### config.mk
export PLATFORM = sky130hd
export DESIGN_NAME = bus_toggle_monitor
export DESIGN_NICKNAME = d
export VERILOG_FILES = /design/src/rtl/btm_pkg.sv /design/src/rtl/btm_popcount.sv /design/src/rtl/btm_sat_acc.sv /design/src/rtl/bus_toggle_monitor.sv
export SDC_FILE = /design/constraint.sdc
export NUM_CORES = 1
export LEC_CHECK = 0
export ABC_AREA = 0
export BUFFER_PORTS_ARGS = -buffer_cell sky130_fd_sc_hd__buf_2
export CAP_MARGIN = 40
export CORE_AREA = 2 2 170 172
export CTS_CLUSTER_SIZE = 14
export DETAILED_ROUTE_END_ITERATION = 16
export DIE_AREA = 0 0 172 174
export PLACE_DENSITY = 0.66
export SYNTH_ARGS = -nofsm -noshare
export SYNTH_HDL_FRONTEND = slang
export SYNTH_SLANG_ARGS = --single-unit
### constraint.sdc
create_clock -name clk -period 9.6 [get_ports clk]
set_input_delay 0.48 -clock clk [delete_from_list [all_inputs] [get_ports clk]]
set_output_delay 0.48 -clock clk [all_outputs]
set_load 0.01 [all_outputs]
### src/rtl/btm_pkg.sv
package btm_pkg;
    typedef enum logic {
        ST_SEEK_FIRST = 1'b0,
        ST_TRACK      = 1'b1
    } btm_state_e;
endpackage

### src/rtl/btm_popcount.sv
module btm_popcount #(
    parameter int IN_W  = 8,
    parameter int OUT_W = $clog2(IN_W + 1)
) (
    input  logic [IN_W-1:0]  vec,
    output logic [OUT_W-1:0] ones
);
    always_comb begin
        ones = '0;
        for (int i = 0; i < IN_W; i++) begin
            ones = ones + OUT_W'(vec[i]);
        end
    end
endmodule

### src/rtl/btm_sat_acc.sv
module btm_sat_acc #(
    parameter int CNT_W = 32,
    parameter int INC_W = 1
) (
    input  logic             clk,
    input  logic             rst_n,
    input  logic             clr,
    input  logic             en,
    input  logic [INC_W-1:0] inc,
    output logic [CNT_W-1:0] q
);
    logic [CNT_W:0] sum;

    always_comb begin
        sum = {1'b0, q} + (CNT_W+1)'(inc);
    end

    always_ff @(posedge clk or negedge rst_n) begin
        if (!rst_n) begin
            q <= '0;
        end else if (clr) begin
            q <= '0;
        end else if (en) begin
            if (sum[CNT_W]) q <= '1;
            else            q <= sum[CNT_W-1:0];
        end
    end
endmodule

### src/rtl/bus_toggle_monitor.sv
module bus_toggle_monitor #(
    parameter int                 DATA_W  = 40,
    parameter int                 CTRL_W  = 3,
    parameter int                 NUM_SEG = 3,
    parameter logic [NUM_SEG*8-1:0] SEG_LO  = {8'd24, 8'd16, 8'd0},
    parameter logic [NUM_SEG*8-1:0] SEG_WID = {8'd8, 8'd8, 8'd6},
    parameter int                 CNT_W   = 32
) (
    input  logic                     clk,
    input  logic                     rst_n,
    input  logic                     clear,
    input  logic                     valid,
    input  logic [DATA_W-1:0]        bus_data,
    input  logic [CTRL_W-1:0]        bus_inv,
    output logic [CNT_W-1:0]         total_toggles,
    output logic [CNT_W-1:0]         transfer_count,
    output logic [NUM_SEG*CNT_W-1:0] seg_hits
);
    import btm_pkg::*;

    localparam int BUS_W = DATA_W + CTRL_W;
    localparam int HD_W  = $clog2(BUS_W + 1);

    btm_state_e state_q, state_d;
    logic [BUS_W-1:0] word_now, word_ref, word_diff;
    logic [HD_W-1:0]  word_hd;
    logic             take, compare_en;

    assign word_now  = {bus_inv, bus_data};
    assign word_diff = word_now ^ word_ref;
    assign take      = valid && !clear;

    // State register
    always_ff @(posedge clk or negedge rst_n) begin
        if (!rst_n) state_q <= ST_SEEK_FIRST;
        else        state_q <= state_d;
    end

    // Transitions: T_SEED, T_STAY, T_RESEED
    always_comb begin
        state_d = state_q;
        unique case (state_q)
            ST_SEEK_FIRST: if (clear) state_d = ST_SEEK_FIRST;
                           else if (valid) state_d = ST_TRACK;
            ST_TRACK:      if (clear) state_d = ST_SEEK_FIRST;
                           else state_d = ST_TRACK;
            default:       state_d = ST_SEEK_FIRST;
        endcase
    end

    // Outputs of the state machine: accumulate enable and reference word
    always_comb begin
        compare_en = 1'b0;
        unique case (state_q)
            ST_SEEK_FIRST: compare_en = 1'b0;
            ST_TRACK:      compare_en = take;
            default:       compare_en = 1'b0;
        endcase
    end

    always_ff @(posedge clk or negedge rst_n) begin
        if (!rst_n)    word_ref <= '0;
        else if (take) word_ref <= word_now;
    end

    btm_popcount #(.IN_W(BUS_W), .OUT_W(HD_W)) bus_pop_i (
        .vec  (word_diff),
        .ones (word_hd)
    );

    btm_sat_acc #(.CNT_W(CNT_W), .INC_W(HD_W)) total_acc_i (
        .clk   (clk),
        .rst_n (rst_n),
        .clr   (clear),
        .en    (compare_en),
        .inc   (word_hd),
        .q     (total_toggles)
    );

    btm_sat_acc #(.CNT_W(CNT_W), .INC_W(1)) xfer_acc_i (
        .clk   (clk),
        .rst_n (rst_n),
        .clr   (clear),
        .en    (take),
        .inc   (1'b1),
        .q     (transfer_count)
    );

    for (genvar g = 0; g < NUM_SEG; g++) begin : g_seg
        localparam int SLO  = int'(SEG_LO[g*8 +: 8]);
        localparam int SW   = int'(SEG_WID[g*8 +: 8]);
        localparam int SHDW = $clog2(SW + 1);
        logic [SHDW-1:0] seg_hd;
        logic            over_half;

        btm_popcount #(.IN_W(SW), .OUT_W(SHDW)) seg_pop_i (
            .vec  (word_diff[SLO +: SW]),
            .ones (seg_hd)
        );

        assign over_half = (int'(seg_hd) * 2) > SW;

        btm_sat_acc #(.CNT_W(CNT_W), .INC_W(1)) seg_acc_i (
            .clk   (clk),
            .rst_n (rst_n),
            .clr   (clear),
            .en    (compare_en && over_half),
            .inc   (1'b1),
            .q     (seg_hits[g*CNT_W +: CNT_W])
        );
    end
endmodule

==> impl_metrics.ini <==
[critical_path]
path_class = reg -> reg
r2r_cells = 26
critPathMaxFanout = 8
reg2reg_slack_ns = 1.72
worstSetupStartpoint = word_ref[0]$_DFFE_PN0P_
worstPathArrival_ns = 8.29
startpoint_type = flop
timing.rr.end = total_acc_i.q[29]$_DFFE_PN0P_
crit_path_end_kind = flop
r2r_start = word_ref[0]$_DFFE_PN0P_
worstPathRequired_ns = 10.01
endpoint = total_acc_i.q[29]$_DFFE_PN0P_

[floorplan]
num_io_pins = 207
core_area_um2 = 28200
fp.dieArea_um2 = 29900
fp-row-count = 62
die-height_um = 174
initial_core_util = 0.440
die-width_um = 172

[clock_tree]
clk_latency_ns = 0.52
post-cts-setup-buffer-count = 0
cts-root-buf = clkbuf_16
numCtsBuffers = 25
clockBufferDepth = 3
cts_tree = built
htree_levels = 1
clk_pin_slew_ns = 0.06
hold_buffers = 0
cts_resized = 0
cts.sinks = 204

[global_route]
use_met1 = 0.312
grt_pass1_vias = 10700
top_usage_layer = met2
gr-usage-met3 = 0.0517
grt_start_max_net_pins = 83
use_met2 = 0.364
antenna_found_initial = 0
track_usage = 0.228
gr-total-overflow = 0
grt_pass1_wl_um = 55800

[cells_and_area]
ff_latch_area_um2 = 5100
multi_input_area_um2 = 6750
syn_to_final_growth_pct = 18.1
diodes = 0
layout.nets = 1601
num-fill-cells = 2644
drive_above_1_share = 0.217

[logic_synthesis]
synth-async-reset-ratio = 1.00
avgSynthCellArea_um2 = 9.58
synth_edf_count = 0
yosysSeqAreaShare = 0.411
ys_seq_elements = 204
yosysWarnings = 0
ys_types = 65
synth_cells = 1296
synth.net_count = 1413
syn_area_um2 = 12400
synthFlopType = dfrtp_1

[timing]
drv_slew = 0
fin_skew_ns = 0.0106
fmax_mhz = 127
worst_pin_slew_ns = 0.858
period_share = 0.821
rsz0062_at_grt = no
finalSetupTns_ns = 0
setup_viol = 0
min_period_ns = 7.88
hold_viol = 0
slew_headroom = 0.428

[status]
status = complete, no violations

[detailed_routing]
viasPerCell = 5.82
routed_wl_um = 34300
wl_per_cell_um = 18.2
dr.pass1.iters = 5
drtIter0Drc = 782
drc = 0
ant_nets = 0
vias = 11000

[placed_design]
io_buffers = 206
hpwl_um = 24200
place.gp.congestion = 0.863

[worst_hold_path]
hold_class = in -> async

[job]
cap_violations = 0
==> routing by layer <==
| metal | vias up | wire length, um |
|---|---|---|
| met5 | - | 0 |
| met4 | 0 | 833 |
| met3 | 59 | 2500 |
| met2 | 338 | 16100 |
| met1 | 5431 | 14900 |
| li1 | 5136 | - |
==> logic make-up (layout without fill, tap and decap cells) <==
kind of cell,after synthesis,count (layout),synth area share
flops,204,204,0.411
xor+xnor,51,51,0.0360
mux,49,49,0.0440
simple gates,462,462,0.197
fa+ha+maj,70,70,0.0959
compound gates,322,322,0.170
buf+inv,138,343,0.0459
==> area by class of cell <==
| type | count | share of cell area |
|---|---|---|
| sequential | 204 | 0.348 |
| clock buffer | 41 | 0.0543 |
| timing repair buffer | 220 | 0.0798 |
| inverter | 79 | 0.0202 |
| multi-input combinational | 954 | 0.460 |
| tap | 384 | 0.0328 |
| clock inverter | 3 | 0.00444 |
==> stage by stage <==
step / util / cell area, um2 / setup WS [ns] / std cells / hold WS, ns
6_report: 0.519 / 14700 / 1.72 / 1885 / 0.0108
5_1_grt: 0.519 / 14700 / 1.25 / 1885 / 0.0627
4_1_cts: 0.519 / 14700 / 1.52 / 1884 / 0.0341
3_5_place_dp: 0.489 / 13800 / 1.43 / 1840 / 0.491
3_3_place_gp: 0.487 / 13800 / 1.66 / 1837 / 0.484
2_1_floorplan: - / 12400 / 2.36 / 1296 / 0.184
==> flip-flops by register name (all words and copies together), names as in the netlist <==
| name | count |
|---|---|
| g_seg.seg_acc_i.q | 96 |
| total_acc_i.q | 32 |
| state_q | 1 |
| xfer_acc_i.q | 32 |
| word_ref | 43 |
==> cell usage after synthesis, types with 3 or more instances <==
| cell | number | share of area |
|---|---|---|
| and4b_1 | 3 | 0.0024 |
| a22oi_1 | 3 | 0.0018 |
| buf_1 | 4 | 0.0012 |
| nor2_1 | 111 | 0.034 |
| nand2b_1 | 6 | 0.0030 |
| nor4b_1 | 3 | 0.0021 |
| a41o_1 | 4 | 0.0032 |
| nor4_1 | 13 | 0.0066 |
| ha_1 | 28 | 0.028 |
| o22ai_1 | 5 | 0.0025 |
| buf_2 | 17 | 0.0069 |
| a21o_1 | 6 | 0.0036 |
| nor4_4 | 3 | 0.0051 |
| and3_1 | 57 | 0.029 |
| nand2_1 | 77 | 0.023 |
| nor3_1 | 51 | 0.021 |
| nand3_1 | 52 | 0.021 |
| a211oi_1 | 33 | 0.020 |
| a31oi_1 | 34 | 0.017 |
| nand4_1 | 30 | 0.015 |
| mux2i_1 | 4 | 0.0032 |
| dfrtp_1 | 204 | 0.41 |
| a221oi_1 | 3 | 0.0021 |
| a21oi_1 | 103 | 0.042 |
| and4_1 | 16 | 0.011 |
| a311oi_1 | 52 | 0.037 |
| inv_1 | 79 | 0.024 |
| xnor2_1 | 25 | 0.018 |
| fa_1 | 42 | 0.068 |
| clkbuf_1 | 34 | 0.010 |
| buf_6 | 4 | 0.0036 |
| and2_1 | 11 | 0.0055 |
| o221a_2 | 3 | 0.0027 |
| mux2_2 | 45 | 0.041 |
| o211a_1 | 5 | 0.0040 |
| o21a_1 | 5 | 0.0030 |
| nor2b_1 | 8 | 0.0040 |
| nor3b_1 | 5 | 0.0030 |
| a41oi_1 | 3 | 0.0021 |
| xor2_1 | 26 | 0.018 |
| o211ai_1 | 3 | 0.0018 |
| o21ai_0 | 48 | 0.019 |
| or2_2 | 3 | 0.0015 |
==> worst min-delay path by stage <==
stage	depth (start not counted)	from	slack [ns]	end
global placement	1	g_seg[2].seg_acc_i.q[30]$_DFFE_PN0P_	0.48	g_seg[2].seg_acc_i.q[30]$_DFFE_PN0P_
detailed placement	1	g_seg[2].seg_acc_i.q[30]$_DFFE_PN0P_	0.49	g_seg[2].seg_acc_i.q[30]$_DFFE_PN0P_
floorplan	0	rst_n	0.18	g_seg[0].seg_acc_i.q[0]$_DFFE_PN0P_
finish	1	rst_n	0.01	g_seg[2].seg_acc_i.q[17]$_DFFE_PN0P_
CTS	1	rst_n	0.03	word_ref[10]$_DFFE_PN0P_
global route	1	rst_n	0.06	word_ref[14]$_DFFE_PN0P_
==> layout by cell type (no fill, tap or decap), types with 4 or more instances in the layout <==
master,synthesis,routed
dfrtp_1,204,204
and3_1,57,57
o22ai_1,5,5
and2_1,11,11
mux2_2,45,45
nor3b_1,5,4
nor4_1,13,13
nand2_1,77,77
buf_4,0,13
and4_1,16,16
nand4_1,30,30
nor2_1,111,111
clkbuf_1,34,5
inv_1,79,79
nor3_1,51,51
clkbuf_16,0,25
a21oi_1,103,103
nand3_1,52,52
mux2i_1,4,4
o211a_1,5,5
xnor2_1,25,25
nand2b_1,6,6
ha_1,28,28
a311oi_1,52,52
a21o_1,6,6
o21ai_0,48,48
a211oi_1,33,33
a41o_1,4,4
a31oi_1,34,34
fa_1,42,42
nor2b_1,8,7
clkbuf_8,0,12
o21a_1,5,5
xor2_1,26,26
buf_2,17,204
==> critical path, stage by stage, from the launching register on <==
cell and delay, ns:
dfrtp_1 0.40, xor2_1 0.17, ha_1 0.28, inv_1 0.05, fa_1 0.62, xnor2_1 0.14
ha_1 0.27, fa_1 0.51, fa_1 0.52, fa_1 0.57, inv_1 0.06, fa_1 0.50
fa_1 0.55, inv_1 0.04, ha_1 0.22, fa_1 0.42, a21o_1 0.18, a21oi_1 0.17
xnor2_1 0.09, ha_1 0.38, nand2_1 0.11, o21ai_0 0.25, nand2_1 0.18, nor2_1 0.47
buf_4 0.25, a221oi_1 0.10, a311oi_1 0.29
Power is not shown: default switching activity piles up to over one toggle a cycle in this logic, so the estimate is an artifact.
